[src/rtl/irqc_pkg.sv]
package irqc_pkg;

    typedef enum logic {
        MODE_EDGE  = 1'b0,
        MODE_LEVEL = 1'b1
    } irq_mode_e;

    localparam int unsigned SEL_W = 2;
    localparam logic [SEL_W-1:0] SEL_STATUS = 2'd0;
    localparam logic [SEL_W-1:0] SEL_MASK   = 2'd1;
    localparam logic [SEL_W-1:0] SEL_MODE   = 2'd2;

endpackage

[src/rtl/irqc_mode_fsm.sv]
module irqc_mode_fsm
    import irqc_pkg::*;
(
    input  logic      clk,
    input  logic      rst_n,
    input  logic      mode_wr,
    input  logic      mode_val,
    output irq_mode_e mode_q
);

    irq_mode_e state_q;
    irq_mode_e state_d;

    // state register
    always_ff @(posedge clk) begin
        if (!rst_n) begin
            state_q <= MODE_EDGE;
        end else begin
            state_q <= state_d;
        end
    end

    // transitions EDGE_TO_LEVEL / LEVEL_TO_EDGE
    always_comb begin
        state_d = state_q;
        unique case (state_q)
            MODE_EDGE: begin
                if (mode_wr && mode_val) begin
                    state_d = MODE_LEVEL;
                end
            end
            MODE_LEVEL: begin
                if (mode_wr && !mode_val) begin
                    state_d = MODE_EDGE;
                end
            end
            default: state_d = MODE_EDGE;
        endcase
    end

    assign mode_q = state_q;

endmodule

[src/rtl/irqc_status_bits.sv]
module irqc_status_bits
    import irqc_pkg::*;
#(
    parameter int unsigned N_SRC = 32
) (
    input  logic             clk,
    input  logic             rst_n,
    input  irq_mode_e        mode,
    input  logic [N_SRC-1:0] cond_i,
    input  logic [N_SRC-1:0] mask,
    input  logic [N_SRC-1:0] clr_vec,
    output logic [N_SRC-1:0] status_q
);

    logic [N_SRC-1:0] cond_prev_q;

    for (genvar i = 0; i < N_SRC; i++) begin : g_bit
        logic set_ev;

        always_comb begin
            if (mode == MODE_LEVEL) begin
                set_ev = cond_i[i];
            end else begin
                set_ev = cond_i[i] & ~cond_prev_q[i] & mask[i];
            end
        end

        always_ff @(posedge clk) begin
            if (!rst_n) begin
                cond_prev_q[i] <= 1'b0;
                status_q[i]    <= 1'b0;
            end else begin
                cond_prev_q[i] <= cond_i[i];
                if (set_ev) begin
                    status_q[i] <= 1'b1;          // set wins over clear
                end else if (clr_vec[i]) begin
                    status_q[i] <= 1'b0;
                end
            end
        end
    end

    // edge mode: nothing newly set unless enabled
    assert_edge_mask_gates_set_R3: assert property (@(posedge clk) disable iff (!rst_n)
        ($past(mode) == MODE_EDGE) |->
            ((status_q & ~$past(status_q) & ~$past(mask)) == '0));

    // level mode: bits with an active condition cannot be cleared
    assert_level_hold_active_R5: assert property (@(posedge clk) disable iff (!rst_n)
        ($past(mode) == MODE_LEVEL) |->
            (($past(status_q & cond_i) & ~status_q) == '0));

endmodule

[src/rtl/irqc_irq_out.sv]
module irqc_irq_out
    import irqc_pkg::*;
#(
    parameter int unsigned N_SRC = 32
) (
    input  logic             clk,
    input  logic             rst_n,
    input  irq_mode_e        mode,
    input  logic [N_SRC-1:0] status,
    input  logic [N_SRC-1:0] mask,
    output logic             irq_o
);

    logic irq_d;

    always_comb begin
        unique case (mode)
            MODE_LEVEL: irq_d = |(status & mask);
            MODE_EDGE:  irq_d = |status;
            default:    irq_d = 1'b0;
        endcase
    end

    always_ff @(posedge clk) begin
        if (!rst_n) begin
            irq_o <= 1'b0;
        end else begin
            irq_o <= irq_d;
        end
    end

    assert_level_masked_quiet_R7: assert property (@(posedge clk) disable iff (!rst_n)
        ($past(mode) == MODE_LEVEL && $past((status & mask) == '0)) |-> !irq_o);

    assert_edge_any_status_R8: assert property (@(posedge clk) disable iff (!rst_n)
        ($past(mode) == MODE_EDGE && $past(status != '0)) |-> irq_o);

endmodule

[src/rtl/irqc_top.sv]
module irqc_top
    import irqc_pkg::*;
#(
    parameter int unsigned N_SRC = 32
) (
    input  logic                 clk,
    input  logic                 rst_n,
    input  logic [N_SRC-1:0]     cond_i,
    input  logic                 wr_en,
    input  logic [SEL_W-1:0]     reg_addr,
    input  logic [N_SRC-1:0]     wr_data,
    output logic [N_SRC-1:0]     rd_data,
    output logic                 irq_o
);

    localparam int unsigned PAD_W = N_SRC - 1;

    logic [N_SRC-1:0] mask_q;
    logic [N_SRC-1:0] status;
    logic [N_SRC-1:0] clr_vec;
    logic             mode_wr;
    irq_mode_e        mode;

    assign mode_wr = wr_en && (reg_addr == SEL_MODE);
    assign clr_vec = (wr_en && (reg_addr == SEL_STATUS)) ? wr_data : '0;

    always_ff @(posedge clk) begin
        if (!rst_n) begin
            mask_q <= '0;
        end else if (wr_en && (reg_addr == SEL_MASK)) begin
            mask_q <= wr_data;
        end
    end

    irqc_mode_fsm u_mode (
        .clk      (clk),
        .rst_n    (rst_n),
        .mode_wr  (mode_wr),
        .mode_val (wr_data[0]),
        .mode_q   (mode)
    );

    irqc_status_bits #(.N_SRC(N_SRC)) u_status (
        .clk      (clk),
        .rst_n    (rst_n),
        .mode     (mode),
        .cond_i   (cond_i),
        .mask     (mask_q),
        .clr_vec  (clr_vec),
        .status_q (status)
    );

    irqc_irq_out #(.N_SRC(N_SRC)) u_out (
        .clk    (clk),
        .rst_n  (rst_n),
        .mode   (mode),
        .status (status),
        .mask   (mask_q),
        .irq_o  (irq_o)
    );

    always_comb begin
        unique case (reg_addr)
            SEL_STATUS: rd_data = status;
            SEL_MASK:   rd_data = mask_q;
            SEL_MODE:   rd_data = {{PAD_W{1'b0}}, mode == MODE_LEVEL};
            default:    rd_data = '0;
        endcase
    end

    // a zero data bit never clears its status bit
    assert_w1c_zero_keeps_R6: assert property (@(posedge clk) disable iff (!rst_n)
        $past(wr_en && reg_addr == SEL_STATUS) |->
            (($past(status & ~wr_data) & ~status) == '0));

endmodule

[config.mk]
export PLATFORM = sky130hd
export DESIGN_NAME = irqc_top
export DESIGN_NICKNAME = d
export VERILOG_FILES = /design/src/rtl/irqc_pkg.sv /design/src/rtl/irqc_mode_fsm.sv /design/src/rtl/irqc_status_bits.sv /design/src/rtl/irqc_irq_out.sv /design/src/rtl/irqc_top.sv
export SDC_FILE = /design/constraint.sdc
export NUM_CORES = 1
export LEC_CHECK = 0
export BUFFER_PORTS_ARGS = -buffer_cell sky130_fd_sc_hd__buf_4
export CAP_MARGIN = 0
export CELL_PAD_IN_SITES_DETAIL_PLACEMENT = 0
export CELL_PAD_IN_SITES_GLOBAL_PLACEMENT = 1
export CORE_MARGIN = 1
export CORE_UTILIZATION = 42
export DETAILED_ROUTE_END_ITERATION = 8
export GPL_ROUTABILITY_DRIVEN = 0
export GPL_TIMING_DRIVEN = 0
export PLACE_DENSITY_LB_ADDON = 0.3
export SLEW_MARGIN = 10
export SYNTH_ARGS = -nofsm -noshare
export SYNTH_HDL_FRONTEND = slang
export SYNTH_SLANG_ARGS = --single-unit
export TNS_END_PERCENT = 10
[constraint.sdc]
create_clock -name clk -period 2.4 [get_ports clk]
set_input_delay 0.24 -clock clk [delete_from_list [all_inputs] [get_ports clk]]
set_output_delay 0.24 -clock clk [all_outputs]
set_load 0.005 [all_outputs]
==> results.yml <==
route:
  viasPerCell: 5.316
  drc: 0
  ant_nets: 0
  drt_first_pass_iters: 5
  wire_per_inst_um: 17.82
  wl_mm: 13.72
  drtIter0Drc: 165
  dr_total_vias: 4093
run:
  maxCapViolCount: 0
synth:
  synth_top_area_share_pct: 45.17
  netlist_area_sq_um: 4343
  yosysWarnings: 0
  yosys_most_used_dff: "dfxtp_1"
  async_reset_ff_share_pct: 0
  synth_fp_nets: 592
  ys_top_cells_by_area: "dfxtp_1 (45%), nand2_1 (11%), a21boi_0 (9.9%)"
  synth_top_cell_by_area: "dfxtp_1"
  synth.distinct_cells: 25
  avgSynthCellArea_sq_um: 8.304
  synth_commonest_cells: "nand2_1 (132), dfxtp_1 (98), a21boi_0 (57)"
  synth_seq_area_share_pct: 45.17
  ys_seq_elements: 98
  netlist_instances: 523
  yosysMostFrequentCell: "nand2_1"
  synth_edf_count: 0
grt:
  grt_pass1_wl_mm: 21.16
  grt_pass1_vias: 3904
  grt_use_total_pct: 25.96
  grt_max_degree: 19
  overflow: 0
  antenna_found_initial: 0
worst_setup_path:
  ff2ff_path_depth: 5
  crit_path_max_fanout: 10
  crit_arrival_ps: 1900
  r2r-start: "u_status.status_q[30]"
  r2r_setup_slack_ps: 450
  cp_num_buf_inv: 2
  cp_cell_sequence: "clkbuf_1, nand2_1, o21ai_0, buf_4"
  setup.worst_path.class: "register to output pin"
  cp_top_family: "buffers and inverters"
  end_kind: "output pin"
  r2r_end: "u_out.irq_o"
  cpPeakStageDelay_ps: 570
  start_kind: "register"
  required_ps: 2160
  crit_slowest_cell: "dfxtp_1"
worst_hold_path:
  hold_path_depth: 2
  hp-start: "cond_i[26]"
  holdPathEnd: "u_status.cond_prev_q[26]"
  worstHoldPathType: "primary input to register"
floorplan:
  rows: 36
  start_util_pct: 43.83
  core-area_sq_um: 9910
  die_w_um: 103.7
  fp.dieArea_sq_um: 10750
  ios: 102
  die_y_um: 103.7
layout:
  syn_to_final_growth_pct: 25.24
  drive_gt1_share_pct: 19.31
  n_fill_cell: 973
  nets: 701
  diodes: 0
sta:
  fin_skew_ps: 15.65
  fin_crit_sh_pct: 89.34
  setup_viol_count_final: 0
  hold_viol_final: 0
  slew_viol_final: 0
  finalSetupTns_ps: 0
  relSlewSlack_pct: 55.03
  rsz0062_at_grt: "false"
  worst_slack_ps: 255.8
  timing.fmax_ghz: 0.4664
  worstMarginPinSlew_ps: 674.6
  period_minus_slack_ps: 2144
clocking:
  postCtsHoldBufs: 0
  clk_latency_ps: 380
  numCtsBuffers: 9
  cts.reportedPaths.clkPinSlew_ps: 110
  cts_root_buf: "clkbuf_8"
  post_cts_resize_count: 0
  htree_levels: 3
  clkSinkCount: 98
  cts_tree: "built"
  clockBufferDepth: 2
  post_cts_buffers: 0
place:
  io_buffers: 98
  dp_slack_ps: 521.9
  dp_hpwl_mm: 9.901
power:
  ir_drop_uv: 240.4
  p_leak_uw: 0.002196
  powerDensity_nw_per_um2: 590.5
run_status:
  outcome: "complete, no violations"
-- flip-flops by register name, indices dropped and copies added (netlist names), named ones only --
signal                count
u_status.status_q        32
mask_q                   32
u_out.irq_o               1
u_status.cond_prev_q     32
-- metal layers --
metal	vias to the layer above	global-route usage [%]	wire length [um]	share of wire, %
met5	-	0	0	0
met4	0	10.10	284	2.1
met3	22	5.223	1033	7.5
met2	176	42.67	6386	47
met1	1923	33.45	6017	44
li1	1972	-	-	-
-- cell families (layout without fill, tap and decap cells) --
logic type,after synthesis,count (layout),synth area share [%]
simple gates,247,247,26.33
compound gates,115,115,18.21
flops,98,98,45.17
mux,32,32,7.375
buf+inv,31,145,2.910
-- report_power, final --
group	switching, uW	total [uW]	internal [uW]	leakage, uW
clock	645	1070	430	0.0000973
sequential	58.0	1750	1700	0.000803
combinational	192	383	191	0.00130
-- worst register-to-register path, delay by kind of cell, from the launching register on --
family             cells  cell delay [ps]
and+or+nand+nor        3             1240
DFF                    1              380
AOI/OAI and AO/OA      2              210
-- placed cells by master (no fill, tap or decap), types with 4 or more instances in the layout --
cell      netlist  routed
clkbuf_8        0      10
and2_1         32      32
nor2_1         31      31
buf_4           0      98
dfxtp_1        98      98
a22o_1          5       5
nand2_1       132     132
a221oi_1        5       5
a21boi_0       57      57
a22oi_1         4       4
o21ai_0        33      33
clkbuf_1       23      23
mux2i_1        32      32
a21boi_1        8       8
nor4_1          6       6
nor2b_1        33      33
buf_2           8       8
-- cell type report --
cell class,count,area (sq um),share of cell area [%]
repair buffers,98,735.7,13.53
clock buffers,10,137.6,2.530
flip-flops and latches,98,1962,36.07
clock inverters,6,56.30,1.035
multi-input cells,394,2255,41.45
plain buffers,31,126.4,2.323
well taps,133,166.4,3.060
-- worst max-delay path by stage --
| stage | startpoint | to | slack, ps | cells after the start |
|---|---|---|---|---|
| after floorplan | u_status.status_q[3] | u_out.irq_o | 930 | 4 |
| after global placement | u_status.status_q[30] | u_out.irq_o | 550 | 5 |
| after detailed placement | u_status.status_q[30] | u_out.irq_o | 520 | 5 |
| after CTS | register | rd_data[0] | 270 | 4 |
| after global routing | register | rd_data[0] | 200 | 4 |
| final | register | rd_data[0] | 260 | 4 |
-- per-stage QoR --
stage / total power, uW / hold slack [ps] / util, % / instances / instance area (sq um)
after detailed placement: 2171 / 455.0 / 52.93 / 754 / 5245
after floorplan: 1957 / 361.7 / - / 523 / 4343
after global placement: 2162 / 450.6 / 52.93 / 754 / 5245
after global routing: 3326 / 50.19 / 54.89 / 770 / 5439
final: 3212 / 58.45 / 54.89 / 770 / 5439
after CTS: 3236 / 49.25 / 54.89 / 770 / 5439
No activity file was read; power rests on OpenSTA's default activity.
